### config.mk
export PLATFORM = sky130hd
export DESIGN_NAME = nand_seq
export DESIGN_NICKNAME = d
export VERILOG_FILES = /design/src/rtl/nand_seq_pkg.sv /design/src/rtl/nand_seq_timer.sv /design/src/rtl/nand_seq_ce_decode.sv /design/src/rtl/nand_seq.sv
export SDC_FILE = /design/constraint.sdc
export NUM_CORES = 1
export LEC_CHECK = 0
export ABC_AREA = 1
export BUFFER_PORTS_ARGS = -buffer_cell sky130_fd_sc_hd__clkbuf_2
export CORE_UTILIZATION = 35
export CTS_CLUSTER_DIAMETER = 120
export CTS_CLUSTER_SIZE = 10
export DETAILED_ROUTE_END_ITERATION = 10
export PLACE_DENSITY = 0.57
export SETUP_SLACK_MARGIN = 0.4
export SYNTH_ARGS = -nofsm -noshare
export SYNTH_HDL_FRONTEND = slang
export SYNTH_SLANG_ARGS = --single-unit
### constraint.sdc
create_clock -name clk -period 1.8 [get_ports clk]
set_input_delay 0.36 -clock clk [delete_from_list [all_inputs] [get_ports clk]]
set_output_delay 0.36 -clock clk [all_outputs]
set_load 0.02 [all_outputs]
### src/rtl/nand_seq_pkg.sv
package nand_seq_pkg;

    typedef enum logic [2:0] {
        OP_CMD   = 3'd0,
        OP_ADDR  = 3'd1,
        OP_WDATA = 3'd2,
        OP_RDATA = 3'd3,
        OP_WAIT  = 3'd4
    } seq_op_e;

    typedef enum logic [1:0] {
        PH_IDLE   = 2'd0,
        PH_STROBE = 2'd1,
        PH_HOLD   = 2'd2,
        PH_POLL   = 2'd3
    } seq_phase_e;

endpackage

### src/rtl/nand_seq_timer.sv
module nand_seq_timer #(
    parameter int CW = 8
) (
    input  logic          clk,
    input  logic          rst_n,
    input  logic          load,
    input  logic [CW-1:0] load_val,
    input  logic          dec,
    output logic          zero
);
    logic [CW-1:0] cnt_d, cnt_q;

    always_comb begin
        cnt_d = cnt_q;
        if (load)
            cnt_d = load_val;
        else if (dec && cnt_q != '0)
            cnt_d = cnt_q - 1'b1;
    end

    always_ff @(posedge clk or negedge rst_n) begin
        if (!rst_n) cnt_q <= '0;
        else        cnt_q <= cnt_d;
    end

    assign zero = (cnt_q == '0);
endmodule

### src/rtl/nand_seq_ce_decode.sv
module nand_seq_ce_decode #(
    parameter int NCE  = 2,
    parameter int CE_W = 1
) (
    input  logic [CE_W-1:0] sel,
    input  logic            active,
    input  logic [NCE-1:0]  rb_all,
    output logic [NCE-1:0]  ce_n,
    output logic            rb_sel
);
    logic [NCE-1:0] hit;

    for (genvar g = 0; g < NCE; g++) begin : g_ce
        assign hit[g]  = active && (sel == CE_W'(g));
        assign ce_n[g] = ~hit[g];
    end

    assign rb_sel = |(hit & rb_all);
endmodule

### src/rtl/nand_seq.sv
module nand_seq
    import nand_seq_pkg::*;
#(
    parameter int DW      = 8,
    parameter int NCE     = 2,
    parameter int WE_LOW  = 3,
    parameter int RD_DLY  = 4,
    parameter int HOLD    = 2,
    parameter int TIMEOUT = 4096,
    localparam int CE_W   = (NCE > 1) ? $clog2(NCE) : 1
) (
    input  logic            clk,
    input  logic            rst_n,
    input  logic            cmd_valid,
    input  logic [2:0]      cmd_op,
    input  logic [CE_W-1:0] cmd_ce,
    input  logic [DW-1:0]   cmd_byte,
    output logic            cmd_ready,
    output logic            cmd_done,
    output logic [DW-1:0]   rd_byte,
    output logic            wait_timeout,
    output logic [NCE-1:0]  nand_ce_n,
    output logic            nand_cle,
    output logic            nand_ale,
    output logic            nand_we_n,
    output logic            nand_re_n,
    output logic [DW-1:0]   nand_dq_o,
    output logic            nand_dq_oe,
    input  logic [DW-1:0]   nand_dq_i,
    input  logic [NCE-1:0]  nand_rb
);
    localparam int M1 = (WE_LOW > RD_DLY) ? WE_LOW : RD_DLY;
    localparam int M2 = (M1 > HOLD) ? M1 : HOLD;
    localparam int MX = (M2 > TIMEOUT) ? M2 : TIMEOUT;
    localparam int CW = $clog2(MX + 1);

    typedef struct packed {
        seq_phase_e      phase;
        logic [2:0]      op;
        logic [CE_W-1:0] sel;
        logic            any_sel;
        logic            cle;
        logic            ale;
        logic            we_n;
        logic            re_n;
        logic [DW-1:0]   dq;
        logic            oe;
        logic [DW-1:0]   rd;
        logic            err;
        logic            done;
    } seq_state_t;

    seq_state_t    s_d, s_q;
    logic          t_load, t_dec, t_zero, rb_sel;
    logic [CW-1:0] t_val;

    nand_seq_timer #(.CW(CW)) u_timer (
        .clk(clk), .rst_n(rst_n), .load(t_load), .load_val(t_val),
        .dec(t_dec), .zero(t_zero)
    );

    nand_seq_ce_decode #(.NCE(NCE), .CE_W(CE_W)) u_ce (
        .sel(s_q.sel), .active(s_q.any_sel), .rb_all(nand_rb),
        .ce_n(nand_ce_n), .rb_sel(rb_sel)
    );

    always_comb begin
        s_d      = s_q;
        s_d.done = 1'b0;
        t_load   = 1'b0;
        t_dec    = 1'b0;
        t_val    = '0;
        unique case (s_q.phase)
            PH_IDLE: if (cmd_valid) begin
                s_d.sel     = cmd_ce;
                s_d.any_sel = 1'b1;
                s_d.op      = cmd_op;
                s_d.err     = 1'b0;
                if (cmd_op == OP_CMD || cmd_op == OP_ADDR || cmd_op == OP_WDATA) begin
                    s_d.cle   = (cmd_op == OP_CMD);
                    s_d.ale   = (cmd_op == OP_ADDR);
                    s_d.dq    = cmd_byte;
                    s_d.oe    = 1'b1;
                    s_d.we_n  = 1'b0;
                    s_d.phase = PH_STROBE;
                    t_load    = 1'b1;
                    t_val     = CW'(WE_LOW - 1);
                end else if (cmd_op == OP_RDATA) begin
                    s_d.re_n  = 1'b0;
                    s_d.phase = PH_STROBE;
                    t_load    = 1'b1;
                    t_val     = CW'(RD_DLY - 1);
                end else if (cmd_op == OP_WAIT) begin
                    s_d.phase = PH_POLL;
                    t_load    = 1'b1;
                    t_val     = CW'(TIMEOUT);
                end else begin
                    s_d.done  = 1'b1;
                end
            end
            PH_STROBE: if (t_zero) begin
                s_d.we_n  = 1'b1;
                s_d.re_n  = 1'b1;
                if (s_q.op == OP_RDATA) s_d.rd = nand_dq_i;
                s_d.phase = PH_HOLD;
                t_load    = 1'b1;
                t_val     = CW'(HOLD - 1);
            end else begin
                t_dec = 1'b1;
            end
            PH_HOLD: if (t_zero) begin
                s_d.cle   = 1'b0;
                s_d.ale   = 1'b0;
                s_d.oe    = 1'b0;
                s_d.done  = 1'b1;
                s_d.phase = PH_IDLE;
            end else begin
                t_dec = 1'b1;
            end
            PH_POLL: if (rb_sel) begin
                s_d.done  = 1'b1;
                s_d.phase = PH_IDLE;
            end else if (t_zero) begin
                s_d.err   = 1'b1;
                s_d.done  = 1'b1;
                s_d.phase = PH_IDLE;
            end else begin
                t_dec = 1'b1;
            end
            default: s_d.phase = PH_IDLE;
        endcase
    end

    always_ff @(posedge clk or negedge rst_n) begin
        if (!rst_n) begin
            s_q       <= '0;
            s_q.phase <= PH_IDLE;
            s_q.we_n  <= 1'b1;
            s_q.re_n  <= 1'b1;
        end else begin
            s_q <= s_d;
        end
    end

    assign cmd_ready    = (s_q.phase == PH_IDLE);
    assign cmd_done     = s_q.done;
    assign rd_byte      = s_q.rd;
    assign wait_timeout = s_q.err;
    assign nand_cle     = s_q.cle;
    assign nand_ale     = s_q.ale;
    assign nand_we_n    = s_q.we_n;
    assign nand_re_n    = s_q.re_n;
    assign nand_dq_o    = s_q.dq;
    assign nand_dq_oe   = s_q.oe;

    // done is a single-cycle pulse
    a_r8_done_pulse: assert property (@(posedge clk) disable iff (!rst_n)
        cmd_done |=> !cmd_done);
    // no completion while still busy
    a_r8_done_only_ready: assert property (@(posedge clk) disable iff (!rst_n)
        cmd_done |-> cmd_ready);
    // latch lines exclusive
    a_r3_latch_excl: assert property (@(posedge clk) disable iff (!rst_n)
        !(nand_cle && nand_ale));
    // no bus drive while reading
    a_r4_no_drive_on_read: assert property (@(posedge clk) disable iff (!rst_n)
        !nand_re_n |-> (!nand_dq_oe && nand_we_n));
    // at most one chip enabled
    a_r7_one_ce: assert property (@(posedge clk) disable iff (!rst_n)
        $countones(~nand_ce_n) <= 1);
    // byte still driven when the write strobe rises
    a_r2_we_rise_driven: assert property (@(posedge clk) disable iff (!rst_n)
        $rose(nand_we_n) |-> (nand_dq_oe && $stable(nand_dq_o)));
endmodule

# After elaboration in Yosys (flattened, before gate mapping)
# Index checks and enable logic that the tools add are counted.
[op_classes] addsub=1 eq_ne=17 mux=44 bitwise_logic=4 reduce_logical=23
[op_table] op="$mux 13" count=6
[op_table] op="$pmux 13 s2" count=1
[op_table] op="$mux 2" count=10
[op_table] op="$mux 20" count=1
[op_table] op="$mux 1" count=16
[op_table] op="$logic_not 13->1" count=1
[op_table] op="$reduce_bool 13->1" count=1
[op_table] op="$sub 13x1->13 const B" count=1
[op_table] op="$ne 2x2->1 const B" count=6
[op_table] op="$reduce_and 4->1" count=3
[op_table] op="$eq 3x2->1 const B" count=3
[op_table] op="$mux 9" count=1
[op_table] op="$reduce_and 3->1" count=3
[op_table] op="$pmux 1 s2" count=4
[op_table] op="$pmux 2 s2" count=2
[op_table] op="$pmux 2 s4" count=1
[op_table] op="$reduce_bool 2->1" count=4
[op_table] op="$reduce_and 5->1" count=1
[op_table] op="$eq 2x2->1 const B" count=2
[op_table] op="$ne 2x1->1 const B" count=2
[op_table] op="$ne 4x1->1 const B" count=1
[op_table] op="$reduce_or 2->1" count=2
[op_table] op="$eq 3x1->1 const B" count=1
[op_table] op="$eq 3x3->1 const B" count=1
[op_table] op="10 further kinds" count=15
[word_totals] reg_bits=43 inputBits=25 out_inout_bits=26 word_cells=103

# Logic depth before layout (Yosys ltp)
# Gate-level depths: netlist (run 1).
[logic_depth] depth_word=9 depth_mapped=11 depth_no_buf=11

# Hierarchy
# From an unflattened synthesis (run 1), not the netlist that was laid out.
[hier_totals] hier_cells=355 hier_area_um2=2656.3
[modules_own_cells] module="nand_seq" n_inst=1 cells_per_inst=197 area_per_inst_um2=1620.3 seq_area_each_um2=753.2
[modules_own_cells] module="nand_seq_timer" n_inst=1 cells_per_inst=152 area_per_inst_um2=1011.0 seq_area_each_um2=325.3
[modules_own_cells] module="nand_seq_ce_decode" n_inst=1 cells_per_inst=6 area_per_inst_um2=25.0 seq_area_each_um2=0.0

# Worst setup path before layout (run 1)
# Ideal clock, no wire load.
[synth_timing] kind="flip-flop to flip-flop" start="reg s_q[28] (netlist name)" end="reg s_q, in the netlist nand_ale" setup_time_ns=0.126 t_arrival_ns=1.647 required_ns=1.674 slack_ns=0.026 path_stages_with_launch=10 path_buffers=0 period_less_slack_ns=1.774 cell_sequence="dfrtp_1 -> inv_1 -> ha_1 -> nand2_1 -> nor2_1 -> nand2_2 -> o21ai_0 -> nand2_1 -> nand2_1 -> o21ai_0"
[synth_via] elab_chain_cells=3 word_cells_on_any_way=8 classes_between="4 x eq/ne; 1 x mux; 3 x reduce/logical"
[synth_rtl] element="from (decl)" line_no="nand_seq.sv:53" rtl="seq_state_t s_d, s_q;"
[synth_rtl] element="$logic_not 2->1 (*)"
[synth_rtl] element="via cmd_ready" line_no="nand_seq.sv:18" rtl="output logic cmd_ready,"
[synth_rtl] element="$ne 2x1->1 (no line) (tied with other cells)"
[synth_rtl] element="$reduce_and 4->1 (no line)"
# The timed path passes the listed nets; every way through them passes the cells marked *.
# A chain may end at the register's enable or synchronous reset.

# Final worst setup path (run 1)
[layout_timing] start="reg u_timer.cnt_q[0]" end="reg u_timer.cnt_q[12]"
[layout_via] elab_chain_cells=6 word_cells_on_any_way=12 classes_between="1 x add/sub; 7 x mux; 4 x reduce/logical"
[layout_rtl] element="from (decl)" line_no="nand_seq_timer.sv:11" rtl="logic [CW-1:0] cnt_d, cnt_q;"
[layout_rtl] element="from (signal assigned)" line_no="nand_seq_timer.sv:23" rtl="else cnt_q <= cnt_d;"
[layout_rtl] element="branches (longest 6 deep; another with $sub 13x1->13)"
# Parallel ways; which one is timed is not known. The select of a mux whose other input is x is not followed.

==> results of run 1 <==
## worst max-delay path, delay by kind of cell, from the launching register on
kind          cells  cell delay [ns]
simple gates      8             0.73
fa+ha+maj         1             0.15
buf+inv           2             0.24
flops             1             0.41
## per-stage QoR
stage	setup slack [ns]	hold slack (ns)	total power [W]
after global placement	0.1636	0.3524	0.004328
after CTS	0.2472	0.01559	0.005631
after detailed placement	0.1417	0.3451	0.004348
after global routing	0.1348	0.03839	0.006374
final	0.2154	0.008360	0.005916
after floorplan	0.3324	0.06441	0.003882
## what timing repair did
action	CTS	global route
cloned	1	1
resized for setup	17	11
endpoints found under the setup margin	38	40
pin swaps	12	18
buffers inserted	22	9
## layout make-up
| type | instances | area (sq um) | area share (%) |
|---|---|---|---|
| multi-input cells | 199 | 1303 | 38.46 |
| clock inverters | 2 | 38.79 | 1.145 |
| repair buffers | 89 | 624.3 | 18.43 |
| well taps | 96 | 120.1 | 3.546 |
| inverters | 35 | 140.1 | 4.137 |
| flip-flops and latches | 43 | 1079 | 31.84 |
| clock buffers | 6 | 82.58 | 2.438 |
## logic make-up after synthesis
| logic type | share of synthesized area [%] |
|---|---|
| AND/OR/NAND/NOR | 28.81 |
| buffers and inverters | 11.86 |
| flip-flops | 42.97 |
| AO/OA/AOI/OAI | 7.129 |
| XOR/XNOR | 3.141 |
| multiplexers | 3.589 |
| adder cells (fa/ha/maj) | 2.493 |
## synth_stat cells (all sizes together), types with 2 or more instances
cell   number  area share [%]
a21oi       5             1.0
buf        19             6.5
dfrtp      41              41
dfstp       2             2.1
ha          5             2.5
inv        35             5.2
mux2        8             3.6
nand2      88              15
nand3      21             5.4
nand4       5             1.8
nor2       34             6.2
o21ai      17             4.6
xor2        8             2.8
## how the worst min path moves through the flow
stage,from,to,slack [ns]
after floorplan,rst_n,cmd_done,0.06
after global placement,rst_n,cmd_done,0.35
after detailed placement,rst_n,cmd_done,0.35
after CTS,rst_n,nand_dq_o[1],0.02
after global routing,rst_n,wait_timeout,0.04
final,rst_n,wait_timeout,0.008
## power by group through the flow
stage	Clock, W	Combinational [W]	Sequential, W
floorplan	0	0.00223	0.00165
global placement	0	0.00269	0.00164
detailed placement	0	0.00271	0.00164
CTS	0.000839	0.00320	0.00159
global route	0.000881	0.00385	0.00164
finish	0.000808	0.00351	0.00159
## metal layers
layer | up-vias | global-route usage (%) | part of all wire (%) | routed length (um)
met1 | 956 | 19.94 | 47 | 2563
met2 | 46 | 26.84 | 48 | 2598
met3 | 6 | 3.714 | 4.3 | 233
li1 | 1071 | - | - | -
met4 | 0 | 5.000 | 0.88 | 48
met5 | - | 0 | 0 | 0
## state kept, by name, summed over array words and instances, names as in the netlist
signal         flops
wait_timeout       1
nand_cle           1
s_q                7
nand_re_n          1
u_timer.cnt_q     13
nand_dq_o          8
nand_we_n          1
cmd_done           1
rd_byte            8
nand_dq_oe         1
nand_ale           1
==> impl_results.md, run 1 <==
* Outcome: finished, final reports clean
* Area Growth Syn to Fin at 34.95%
* Synth Net Count at 326
* Crit. End Element: register
* Commonest non-fill, non-tap cell in the layout: nand2_1
* Wire length per cell at 11.58 um
* # nets final at 403
* Row count at 30
* Worst-Skew Late Latency at 0.30 ns
* Crit path max fanout at 8
* Die area at 7513 sq um
* Worst Setup Start Kind: register
* Critical path class: register to register
* HPWL after DPL at 3762 um
* Clk_skew at 0.007148 ns
* Share of power burned in registers at 26.9%
* Gpl congestion at 0.8134
* Clock Pin Slew Worst Setup and Hold Paths at 0.09 ns
* Antenna diodes at 0
* Initial Util at 36.54%
* Main synth FF type: dfrtp_1
* Largest net degree at the start of global routing at 27
* Non-filler cells, final at 470
* Die Ht at 86.68 um
* Sw power at 0.002554 W
* Leak at 1.791 nW
* Placed Instances at 429
* Port Buffers at 50
* Worst r2r src: u_timer.cnt_q[0]
* Clk pwr share at 13.7%
* WP data arrival at 1.83 ns
* Drt drc at 0
* Synth cell types at 33
* Hold-fix buffers at CTS at 0
* CTS Sinks at 43
* CTS tree: built
* Power per cell area at 1747 nW/um^2
* Setup crit start: u_timer.cnt_q[0]
* Crit-path max cell delay at 0.41 ns
* Min-delay worst type: primary input to async pin
* Final hold vios at 0
* First-pass GRT wire length at 9232 um
* Layout cells sized above 1 at 44.12%
* Final setup fails at 0
* Crit path time final at 1.585 ns
* Initial antenna violation count at 0
* Int Power at 0.003361 W
* Vias in the first global route at 2031
* Worst R2R Path Depth at 11
* Achievable clock frequency at 631.1 MHz
* Vias after detailed routing at 2079
* Utilization after layout at 49.31%
* Fill cells at 653
* Worst r2r dst: u_timer.cnt_q[12]
* IO Pins at 51
* Post-synth ARST share at 100.0%
* Slew Limit Headroom at 67.05%
* Cell Area, Synth at 2510 sq um
* Flop-to-flop setup slack at 0.22 ns
* Die X at 86.68 um
* GRT Util Overall at 15.82%
* CP Data Required Time at 2.04 ns
* Core area at 6869 sq um
* Worst VDD drop at 0.7593 mV
* Yosys warns at 0
* Slowest stage cell on the critical path: dfrtp_1
* Cts bufs inserted at 5
* Worst Max-Slew Pin Slew at 0.4942 ns
* Worst setup endpoint: u_timer.cnt_q[12]
* Combinational share of power at 59.4%
* Root buf cell: clkbuf_8
* Antenna viol nets, final at 0
* Fin. max-slew vios at 0
* CTS H-tree lvls at 2
* Post-synth EDFFs at 0
* Grt ovf at 0
* TNS Setup at 0 ns
* Pre-antenna DRT Iters at 4
* Area after DPL at 2869 sq um
* CTS Buffer Depth at 2
* Sw frac at 43.18%
* Commonest cells after routing, fill and taps aside: nand2_1, clkbuf_2, dfrtp_1, buf_4, inv_1
* Seq/Total Area, Yosys at 42.97%
* Vias/cell at 4.423
* Iter 0 DRT Violations at 75
* Mapped Cells at 296
* RSZ-0062 raised after global routing: true
* Syn avg cell area at 8.479 sq um
* Max-cap violations at 0
* Total length of routed wires at 5443 um
* Fin area at 3387 sq um
* Worst-path cell chain: inv_2 > ha_4 > nand2_4 > nor2_8 > nand2_8 > nand3_4 > nand2_4 > nand2_8 > clkbuf_16 > nand3_2 > nand2_1
* Crit share post-route at 88.04%
* Synth Register Bits at 43
No activity file was read; power rests on OpenSTA's default activity.
==> run 2, diff against run 1 <==
--- a/config.mk
+++ b/config.mk
@@ -12,6 +12,7 @@
 export CTS_CLUSTER_SIZE = 10
 export DETAILED_ROUTE_END_ITERATION = 10
 export PLACE_DENSITY = 0.57
+export RECOVER_POWER = 25
 export SETUP_SLACK_MARGIN = 0.4
 export SYNTH_ARGS = -nofsm -noshare
 export SYNTH_HDL_FRONTEND = slang
==> impl_results.md, run 2 (synthesized netlist as in run 1, its figures left out) <==
* Worst r2r src: u_timer.cnt_q[0]
* Worst Setup Start Kind: register
* TNS Setup at 0 ns (unchanged)
* Vias/cell at 4.426 (about the same)
* Gpl congestion at 0.8134 (unchanged)
* Int Power at 0.003361 W (about the same)
* Final hold vios at 0 (unchanged)
* Sw power at 0.002554 W (about the same)
* Row count at 30 (unchanged)
* Area Growth Syn to Fin at 34.90% (about the same)
* Worst R2R Path Depth at 11 (unchanged)
* Flop-to-flop setup slack at 0.22 ns (about the same)
* WP data arrival at 1.83 ns (about the same)
* CTS Sinks at 43 (unchanged)
* Worst-Skew Late Latency at 0.30 ns (about the same)
* Min-delay worst type: primary input to async pin
* Antenna diodes at 0 (unchanged)
* GRT Util Overall at 15.82% (unchanged)
* Hold-fix buffers at CTS at 0 (unchanged)
* Commonest cells after routing, fill and taps aside: nand2_1, clkbuf_2, dfrtp_1, buf_4, inv_1
* Die area at 7513 sq um (unchanged)
* Crit path time final at 1.585 ns (unchanged)
* Utilization after layout at 49.29% (about the same)
* Worst Max-Slew Pin Slew at 1.053 ns (+0.5590 ns)
* Wire length per cell at 11.58 um (unchanged)
* Largest net degree at the start of global routing at 27 (unchanged)
* Port Buffers at 50 (unchanged)
* CTS tree: built
* CP Data Required Time at 2.04 ns (about the same)
* Worst VDD drop at 0.7593 mV (about the same)
* Vias after detailed routing at 2080 (+0.048%)
* HPWL after DPL at 3762 um (unchanged)
* Vias in the first global route at 2031 (unchanged)
* Critical path class: register to register
* Total length of routed wires at 5443 um (unchanged)
* Layout cells sized above 1 at 43.85% (-0.27 points)
* Sw frac at 43.18% (about the same)
* Initial Util at 36.54% (unchanged)
* Power per cell area at 1747 nW/um^2 (about the same)
* Leak at 1.788 nW (-0.17%)
* Worst-path cell chain: inv_2 > ha_4 > nand2_4 > nor2_8 > nand2_8 > nand3_4 > nand2_4 > nand2_8 > clkbuf_16 > nand3_2 > nand2_1
* Share of power burned in registers at 26.9% (about the same)
* Root buf cell: clkbuf_8
* Final setup fails at 0 (unchanged)
* Fin. max-slew vios at 0 (unchanged)
* Worst r2r dst: u_timer.cnt_q[12]
* Die X at 86.68 um (unchanged)
* Grt ovf at 0 (unchanged)
* Clk_skew at 0.007148 ns (unchanged)
* Outcome: finished, final reports clean
* Achievable clock frequency at 631.1 MHz (unchanged)
* Reg with most FFs: u_timer.cnt_q
* Total power at 0.005915 W (about the same)
* Fin area at 3386 sq um (about the same)
* Initial antenna violation count at 0 (unchanged)
* Slowest stage cell on the critical path: dfrtp_1
* Pre-antenna DRT Iters at 4 (unchanged)
* Crit-path max cell delay at 0.41 ns (about the same)
* Slew Limit Headroom at 29.79% (-37 points)
* Combinational share of power at 59.4% (about the same)
* First-pass GRT wire length at 9232 um (unchanged)
* Drt drc at 0 (unchanged)
* Area after DPL at 2869 sq um (unchanged)
* Clock Pin Slew Worst Setup and Hold Paths at 0.09 ns (about the same)
* # nets final at 403 (unchanged)
* Crit path max fanout at 8 (unchanged)
* Clk pwr share at 13.7% (about the same)
* Cts bufs inserted at 5 (unchanged)
* Commonest non-fill, non-tap cell in the layout: nand2_1
* IO Pins at 51 (unchanged)
* Die Ht at 86.68 um (unchanged)
* RSZ-0062 raised after global routing: true
* Iter 0 DRT Violations at 75 (unchanged)
* CTS Buffer Depth at 2 (unchanged)
* Crit share post-route at 88.04% (unchanged)
* Max reg flops at 13 (unchanged)
* Crit. End Element: register
* Core area at 6869 sq um (unchanged)
* Antenna viol nets, final at 0 (unchanged)
* Max-cap violations at 0 (unchanged)
* CTS H-tree lvls at 2 (unchanged)
==> run 2: layout make-up <==
cell class                      count  area [sq um]
Fill cell                         651          3483
Inverter                           35         140.1
Clock inverter                      2         38.79
Timing Repair Buffer               89         623.1
Clock buffer                        6         82.58
Sequential cell                    43          1079
Multi-Input combinational cell    199          1303
Tap cell                           96         120.1
==> run 2: worst max-delay path, delay by kind of cell (launching register included) <==
kind | cells | cell delay (ns)
and+or+nand+nor | 8 | 0.73
DFF | 1 | 0.41
buffers and inverters | 2 | 0.24
adders and majority gates | 1 | 0.15
==> run 2: what timing repair did <==
item / 4_1_cts / 5_1_grt
buffers inserted: 22 / 9
endpoints found under the setup margin: 38 / 40
gates cloned: 1 / 1
gates resized for setup: 17 / 11
pin swaps: 12 / 18
==> run 2: metal layers <==
metal	track usage (%)	vias to the layer above	routed length, um
met5	0	-	0
met4	5.000	0	48
met3	3.714	6	249
met2	26.84	46	2598
met1	19.94	957	2546
li1	-	1071	-
==> run 2: power groups by stage <==
stage,Combinational [W],Sequential (W),Clock [W]
CTS,0.00320,0.00159,0.000839
floorplan,0.00223,0.00165,0
detailed placement,0.00271,0.00164,0
global route,0.00385,0.00164,0.000881
finish,0.00351,0.00159,0.000808
global placement,0.00269,0.00164,0
==> run 2: how the worst max path moves through the flow <==
stage / startpoint / to / slack, ns
5_1_grt: u_timer.cnt_q[0] / u_timer.cnt_q[1] / 0.13
3_3_place_gp: u_timer.cnt_q[4] / rd_byte[4] / 0.16
6_report: u_timer.cnt_q[0] / u_timer.cnt_q[12] / 0.22
2_1_floorplan: u_timer.cnt_q[4] / rd_byte[6] / 0.33
4_1_cts: s_q[28] / u_timer.cnt_q[1] / 0.25
3_5_place_dp: u_timer.cnt_q[0] / rd_byte[5] / 0.14
==> run 2: per-stage QoR <==
step | instances | worst slack, ns | hold WS (ns)
finish | 470 | 0.2154 | 0.2229
global route | 470 | 0.1348 | 0.2687
CTS | 460 | 0.2472 | 0.01559
detailed placement | 429 | 0.1417 | 0.3451
global placement | 429 | 0.1636 | 0.3524
floorplan | 296 | 0.3324 | 0.06441
